**config.mk**
```make
export PLATFORM = sky130hd
export DESIGN_NAME = sd_decim
export DESIGN_NICKNAME = d
export VERILOG_FILES = /design/src/rtl/sdd_pkg.sv /design/src/rtl/sinc5_stage.sv /design/src/rtl/avg_stage.sv /design/src/rtl/out_stage.sv /design/src/rtl/sd_decim.sv
export SDC_FILE = /design/constraint.sdc
export NUM_CORES = 1
export LEC_CHECK = 0
export BUFFER_PORTS_ARGS = -buffer_cell sky130_fd_sc_hd__buf_2
export CELL_PAD_IN_SITES_DETAIL_PLACEMENT = 1
export CELL_PAD_IN_SITES_GLOBAL_PLACEMENT = 2
export CORE_UTILIZATION = 35
export DETAILED_ROUTE_END_ITERATION = 10
export GPL_ROUTABILITY_DRIVEN = 0
export GPL_TIMING_DRIVEN = 0
export PLACE_DENSITY = 0.75
export RECOVER_POWER = 100
export SLEW_MARGIN = 40
export SYNTH_ARGS = -nofsm -noshare
export SYNTH_HDL_FRONTEND = slang
export SYNTH_SLANG_ARGS = --single-unit
```
**constraint.sdc**
```tcl
create_clock -name clk -period 21.6 [get_ports clk]
set_input_delay 1.08 -clock clk [delete_from_list [all_inputs] [get_ports clk]]
set_output_delay 1.08 -clock clk [all_outputs]
set_load 0.02 [all_outputs]
```
**src/rtl/sdd_pkg.sv**
```systemverilog
package sdd_pkg;
  typedef enum logic {
    AVG_SINC1 = 1'b0,
    AVG_SINC2 = 1'b1
  } avg_mode_e;
endpackage

```
**src/rtl/sinc5_stage.sv**
```systemverilog
module sinc5_stage #(
  parameter int L = 3,
  parameter int W = 5 * L + 2
) (
  input  logic                clk,
  input  logic                rst,
  input  logic                clr,
  input  logic                bit_in,
  output logic signed [W-1:0] y,
  output logic                y_valid
);
  localparam int ORD = 5;
  localparam logic signed [W-1:0] FULL = W'(64'sd1 <<< (5 * L));

  logic signed [W-1:0] integ [ORD];
  logic signed [W-1:0] dly   [ORD];
  logic signed [W-1:0] in_n  [ORD];
  logic signed [W-1:0] cm    [ORD];
  logic signed [W-1:0] x;
  logic [L-1:0]        phase;
  logic [2:0]          settle;

  // integrators at the modulator rate (wraparound), combs at the decimated rate
  always_comb begin
    x = bit_in ? {{(W-1){1'b0}}, 1'b1} : {W{1'b1}};
    in_n[0] = integ[0] + x;
    for (int i = 1; i < ORD; i++) in_n[i] = integ[i] + in_n[i-1];
    cm[0] = in_n[ORD-1] - dly[0];
    for (int i = 1; i < ORD; i++) cm[i] = cm[i-1] - dly[i];
  end

  always_ff @(posedge clk) begin
    if (rst || clr) begin
      for (int i = 0; i < ORD; i++) begin
        integ[i] <= '0;
        dly[i]   <= '0;
      end
      phase   <= '0;
      settle  <= '0;
      y       <= '0;
      y_valid <= 1'b0;
    end else begin
      for (int i = 0; i < ORD; i++) integ[i] <= in_n[i];
      phase   <= phase + 1'b1;
      y_valid <= 1'b0;
      if (phase == {L{1'b1}}) begin
        dly[0] <= in_n[ORD-1];
        for (int i = 1; i < ORD; i++) dly[i] <= cm[i-1];
        if (settle == 3'd4) begin
          y       <= cm[ORD-1];
          y_valid <= 1'b1;
        end else begin
          settle <= settle + 1'b1;
        end
      end
    end
  end

  // nothing leaves the front stage right after a clear
  p_clr_quiet_r2: assert property (@(posedge clk) disable iff (rst)
    clr |=> !y_valid);
  // a settled front output never exceeds full scale
  p_front_range_r1: assert property (@(posedge clk) disable iff (rst)
    y_valid |-> (y <= FULL && y >= -FULL));
endmodule

```
**src/rtl/avg_stage.sv**
```systemverilog
module avg_stage
  import sdd_pkg::*;
#(
  parameter int W_IN   = 17,
  parameter int RATE_W = 3,
  parameter int AW     = 32
) (
  input  logic                  clk,
  input  logic                  rst,
  input  logic                  clr,
  input  logic [RATE_W-1:0]     rate,
  input  avg_mode_e             mode,
  input  logic signed [W_IN-1:0] y,
  input  logic                  y_valid,
  output logic signed [AW-1:0]  v,
  output logic                  v_valid
);
  localparam int CW = (1 << RATE_W) - 1;

  logic signed [AW-1:0] a1, a2, d1, d2;
  logic signed [AW-1:0] ye, a1n, a2n, c1, c2;
  logic [CW-1:0]        cnt, lim;
  logic                 primed;

  always_comb begin
    ye  = {{(AW-W_IN){y[W_IN-1]}}, y};
    a1n = a1 + ye;
    a2n = a2 + a1n;
    c1  = ((mode == AVG_SINC1) ? a1n : a2n) - d1;
    c2  = c1 - d2;
    lim = CW'((64'd1 << rate) - 64'd1);
  end

  always_ff @(posedge clk) begin
    if (rst || clr) begin
      a1 <= '0; a2 <= '0; d1 <= '0; d2 <= '0;
      cnt <= '0; primed <= 1'b0;
      v <= '0; v_valid <= 1'b0;
    end else begin
      v_valid <= 1'b0;
      if (y_valid) begin
        a1 <= a1n;
        a2 <= a2n;
        if (cnt == lim) begin
          cnt <= '0;
          d1  <= (mode == AVG_SINC1) ? a1n : a2n;
          d2  <= c1;
          if (mode == AVG_SINC1) begin
            v       <= c1 >>> rate;
            v_valid <= 1'b1;
          end else begin
            v       <= c2 >>> {rate, 1'b0};
            v_valid <= primed;
            primed  <= 1'b1;
          end
        end else begin
          cnt <= cnt + 1'b1;
        end
      end
    end
  end

  // a clear empties the averager output
  p_avg_clr_r8: assert property (@(posedge clk) disable iff (rst)
    clr |=> !v_valid);
  // a result is only produced when a front sample arrived
  p_avg_needs_input_r4: assert property (@(posedge clk) disable iff (rst)
    (!y_valid || clr) |=> !v_valid);
endmodule

```
**src/rtl/out_stage.sv**
```systemverilog
module out_stage #(
  parameter int AW   = 32,
  parameter int SHL  = 8,
  parameter int OW   = 24
) (
  input  logic                 clk,
  input  logic                 rst,
  input  logic                 clr,
  input  logic signed [AW-1:0] v,
  input  logic                 v_valid,
  input  logic                 ovr_in,
  output logic [OW-1:0]        result,
  output logic                 drdy,
  output logic                 range_flag
);
  localparam int EW = AW + SHL;
  localparam logic signed [EW-1:0] MAXP = EW'((64'sd1 <<< (OW - 1)) - 64'sd1);
  localparam logic signed [EW-1:0] MINN = EW'(-(64'sd1 <<< (OW - 1)));

  logic signed [EW-1:0] scaled;
  logic [OW-1:0]        clamped;
  logic                 seen;

  always_comb begin
    scaled = EW'(v) <<< SHL;
    if (scaled > MAXP)      clamped = MAXP[OW-1:0];
    else if (scaled < MINN) clamped = MINN[OW-1:0];
    else                    clamped = scaled[OW-1:0];
  end

  always_ff @(posedge clk) begin
    if (rst || clr) begin
      result     <= '0;
      drdy       <= 1'b0;
      range_flag <= 1'b0;
      seen       <= 1'b0;
    end else begin
      drdy <= v_valid;
      if (v_valid) begin
        result     <= clamped;
        range_flag <= seen | ovr_in;
        seen       <= 1'b0;
      end else begin
        seen <= seen | ovr_in;
      end
    end
  end

  // strobe lasts one clock
  p_drdy_pulse_r8: assert property (@(posedge clk) disable iff (rst)
    drdy |=> !drdy);
  // a range event is never lost
  p_flag_kept_r7: assert property (@(posedge clk) disable iff (rst)
    (ovr_in && !clr) |=> (seen || range_flag));
endmodule

```
**src/rtl/sd_decim.sv**
```systemverilog
module sd_decim
  import sdd_pkg::*;
#(
  parameter int DEC_LOG2 = 3,
  parameter int RATE_W   = 3,
  parameter int OUT_W    = 24
) (
  input  logic              clk,
  input  logic              rst,
  input  logic              restart,
  input  logic              mod_bit,
  input  logic              ovr_in,
  input  logic [RATE_W-1:0] rate_sel,
  input  logic              mode_sel,
  output logic [OUT_W-1:0]  result,
  output logic              drdy,
  output logic              range_flag
);
  localparam int W5    = 5 * DEC_LOG2 + 2;
  localparam int MAXSH = (1 << RATE_W) - 1;
  localparam int AW    = W5 + 2 * MAXSH + 1;
  localparam int SHL   = OUT_W - 1 - 5 * DEC_LOG2;

  logic [RATE_W-1:0]     cfg_rate;
  avg_mode_e             cfg_mode;
  logic signed [W5-1:0]  y;
  logic                  y_valid;
  logic signed [AW-1:0]  v;
  logic                  v_valid;

  always_ff @(posedge clk) begin
    if (rst || restart) begin
      cfg_rate <= rate_sel;
      cfg_mode <= avg_mode_e'(mode_sel);
    end
  end

  sinc5_stage #(.L(DEC_LOG2), .W(W5)) u_front (
    .clk(clk), .rst(rst), .clr(restart), .bit_in(mod_bit),
    .y(y), .y_valid(y_valid)
  );

  avg_stage #(.W_IN(W5), .RATE_W(RATE_W), .AW(AW)) u_avg (
    .clk(clk), .rst(rst), .clr(restart), .rate(cfg_rate), .mode(cfg_mode),
    .y(y), .y_valid(y_valid), .v(v), .v_valid(v_valid)
  );

  out_stage #(.AW(AW), .SHL(SHL), .OW(OUT_W)) u_out (
    .clk(clk), .rst(rst), .clr(restart), .v(v), .v_valid(v_valid),
    .ovr_in(ovr_in), .result(result), .drdy(drdy), .range_flag(range_flag)
  );

  // configuration moves only on reset or restart
  p_cfg_hold_r9: assert property (@(posedge clk) disable iff (rst)
    !restart |=> ($stable(cfg_rate) && $stable(cfg_mode)));
  // no strobe right after a restart
  p_restart_quiet_r8: assert property (@(posedge clk) disable iff (rst)
    restart |=> !drdy);
endmodule

```
==> results.yml <==
run_status:
  outcome: "finished with violations"
  violations: "max-capacitance violations, max-slew violations"
worst_hold_path:
  min_path_cells: 1
  holdPathEnd: "u_front.phase[0]"
  hold_class: "reg -> reg"
  min_from: "u_front.phase[0]"
global_route:
  top_usage_layer: "met2"
  overflow: 0
  grt_util_all_layers_pct: 21.5
  first_global_vias: 25600
  grt_pass1_wl_um: 144000
  grt_max_degree: 36
  globalRouteMet2Util_pct: 36.4
  grt.met3_usage_pct: 2.69
  met1_usage_pct: 28.6
  antenna_found_initial: 0
clock_tree:
  ctsResizeCount: 0
  cts_buffer_depth: 3
  postCtsSetupBuffers: 0
  insertion_delay_ns: 0.64
  cts_hold_repair.buffers: 0
  cts_tree: "yes"
  numCtsBuffers: 50
  ctsHtreeMaxLevel: 2
  clock_sinks: 387
  clkTransAtPathRegs_ns: 0.06
  cts_root_buf: "clkbuf_16"
final_layout:
  final_cells: 4700
  area_growth_pct: 11.2
  fin_nets: 3899
  most-common-layout-cells: "372 x nor2_1, 304 x a21oi_1, 297 x dfxtp_1"
  final_common_cell: "nor2_1"
  fill_cells: 9850
  drive_gt1_share_pct: 4.74
die:
  boundaryPins: 35
  core_mm2: 0.0821
  die_area_mm2: 0.0841
  start_util_pct: 35.3
  die_y_um: 290
  die_w_um: 290
  placementRows: 105
sta:
  slew_viol_final: 69
  tightest_slew_ns: 1.97
  clock_skew_ns: 0.0392
  rsz0062_at_grt: "no"
  setup_violations: 0
  timing.slew.headroom_pct: -31.2
  period_share_pct: 56.8
  finalSetupTns_ns: 0
  hold_violations: 0
  period_needed_ns: 12.26
  max_freq_mhz: 81.5
synthesis:
  ys_seq_elements: 387
  ys_dominant_reg_cell: "dfxtp_1"
  yosysWarningCount: 0
  synthDistinctLibCells: 93
  synth_area_mm2: 0.0290
  synth_area_per_cell_um2: 8.29
  seq_area_frac_synth_pct: 29.8
  async_reset_ff_share_pct: 0
  syn_inst: 3499
  synth_fp_nets: 3811
  synth-edff-count: 89
critical_path:
  crit_arrival_ns: 12.80
  rr_worst_depth: 57
  r2r-start: "u_front.integ[0][1]"
  cp_common_cell: "ha_1"
  critPathLaunchType: "input pin"
  cp-end-kind: "flip-flop"
  reg2reg_to: "u_front.y[16]"
  crit_type: "in -> reg"
  cp.required_ns: 22.14
  cp_max_fo: 16
  cp_slowest_cell: "inv_1"
  ff2ff_setup_slack_ns: 10.15
  cpPeakStageDelay_ns: 0.49
job:
  cap_violations: 2
route:
  via_per_inst: 5.36
  routedWlPerCell_um: 19.6
  ant_nets: 0
  vias: 25200
  drtPass1Iterations: 6
  drc: 0
  drt_iter0_drc: 1347
  totalWireLength_um: 92100
place:
  port_buffers: 34
  numPlacedInstances: 4605
  dp_hpwl_um: 71500
-- layer usage --
metal  vias up  wire [um]
met5         -          0
met4         0       2410
met3       121       3640
met2       419      42600
met1     12200      43400
li1      12500          -
-- stage by stage --
step / setup slack [ns] / area, um2 / util (%) / hold slack [ns]
finish: 9.34 / 32300 / 39.3 / 0.430
global route: 8.21 / 32300 / 39.3 / 0.448
CTS: 9.33 / 32400 / 39.5 / 0.429
detailed placement: 8.80 / 30600 / 37.3 / 0.421
global placement: 8.93 / 30500 / 37.2 / 0.417
floorplan: 10.48 / 29000 / - / 0.399
-- sequential cells by signal (all words and copies together), names as in the netlist, 3 cells and up --
register and cells:
u_out.result 17, u_avg.v 32, cfg_rate 3, u_front.settle 3
u_front.dly 85, u_avg.d1 32, u_avg.a2 32, u_front.y 17
u_front.integ 85, u_avg.cnt 7, u_avg.d2 32, u_front.phase 3
u_avg.a1 32
-- cells by family after synthesis --
logic type,Yosys count,synth area share [%]
buffers and inverters,426,5.61
and+or+nand+nor,1067,16.9
muxes,166,6.42
AOI/OAI and AO/OA,901,20.1
xor gates and xnor gates,249,7.69
DFF,387,29.8
adders and majority gates,303,13.4
-- worst max-delay path by stage --
stage | end | startpoint | slack (ns)
2_1_floorplan | u_front.y[16] | mod_bit | 10.48
3_3_place_gp | u_front.y[16] | mod_bit | 8.93
3_5_place_dp | u_front.y[16] | mod_bit | 8.80
4_1_cts | u_front.y[16] | mod_bit | 9.33
5_1_grt | u_front.y[16] | mod_bit | 8.21
6_report | u_front.y[16] | mod_bit | 9.34
-- cell usage after synthesis (9+ instances only) --
master      n  share of area, %
nor2_1    372               4.8
a21oi_1   302               5.2
dfxtp_1   298                21
nand2_1   293               3.8
ha_1      289                12
inv_1     281               3.6
xnor2_1   191               5.8
o21ai_0   139               2.4
mux2i_1   121               4.2
clkbuf_1  109               1.4
edfxtp_1   89               9.2
and3_1     74               1.6
a21o_1     70               1.8
nor3_1     68               1.2
and2_1     67               1.4
o21bai_1   60               1.6
xor2_1     53               1.6
a211oi_1   52               1.3
o21a_1     51               1.3
nand3_1    45              0.78
nor2b_1    39              0.84
nand2b_1   36              0.78
mux2_2     31               1.2
o21ai_1    27              0.47
a31oi_1    23              0.50
buf_1      21              0.27
nand4_1    21              0.45
a21boi_0   15              0.39
fa_1       14              0.97
mux4_2     13               1.0
nor3b_1    12              0.31
o211ai_1   11              0.28
o31ai_1    11              0.28
a22o_1      9              0.27
o221ai_1    9              0.27
or3_1       9              0.19
-- critical path: cells and delay by family --
family,cells,cell delay [ns]
xor+xnor,4,0.53
simple gates,17,2.41
buf+inv,7,1.08
mux,1,0.26
compound gates,20,4.23
fa+ha+maj,10,3.17
-- area by class of cell --
cell class                      count  area, um2  area share [%]
Tap cell                         1070       1340            4.15
Clock inverter                     23        333            1.03
Antenna cell                        1       2.50         0.00775
Clock buffer                       71       1450            4.49
Timing Repair Buffer               36        148           0.457
Sequential cell                   387       8640            26.8
Inverter                          288       1080            3.35
Multi-Input combinational cell   2686      18700            58.0
Buffer                            138        563            1.74
Power is not shown: default switching activity piles up to over one toggle a cycle in this logic, so the estimate is an artifact.
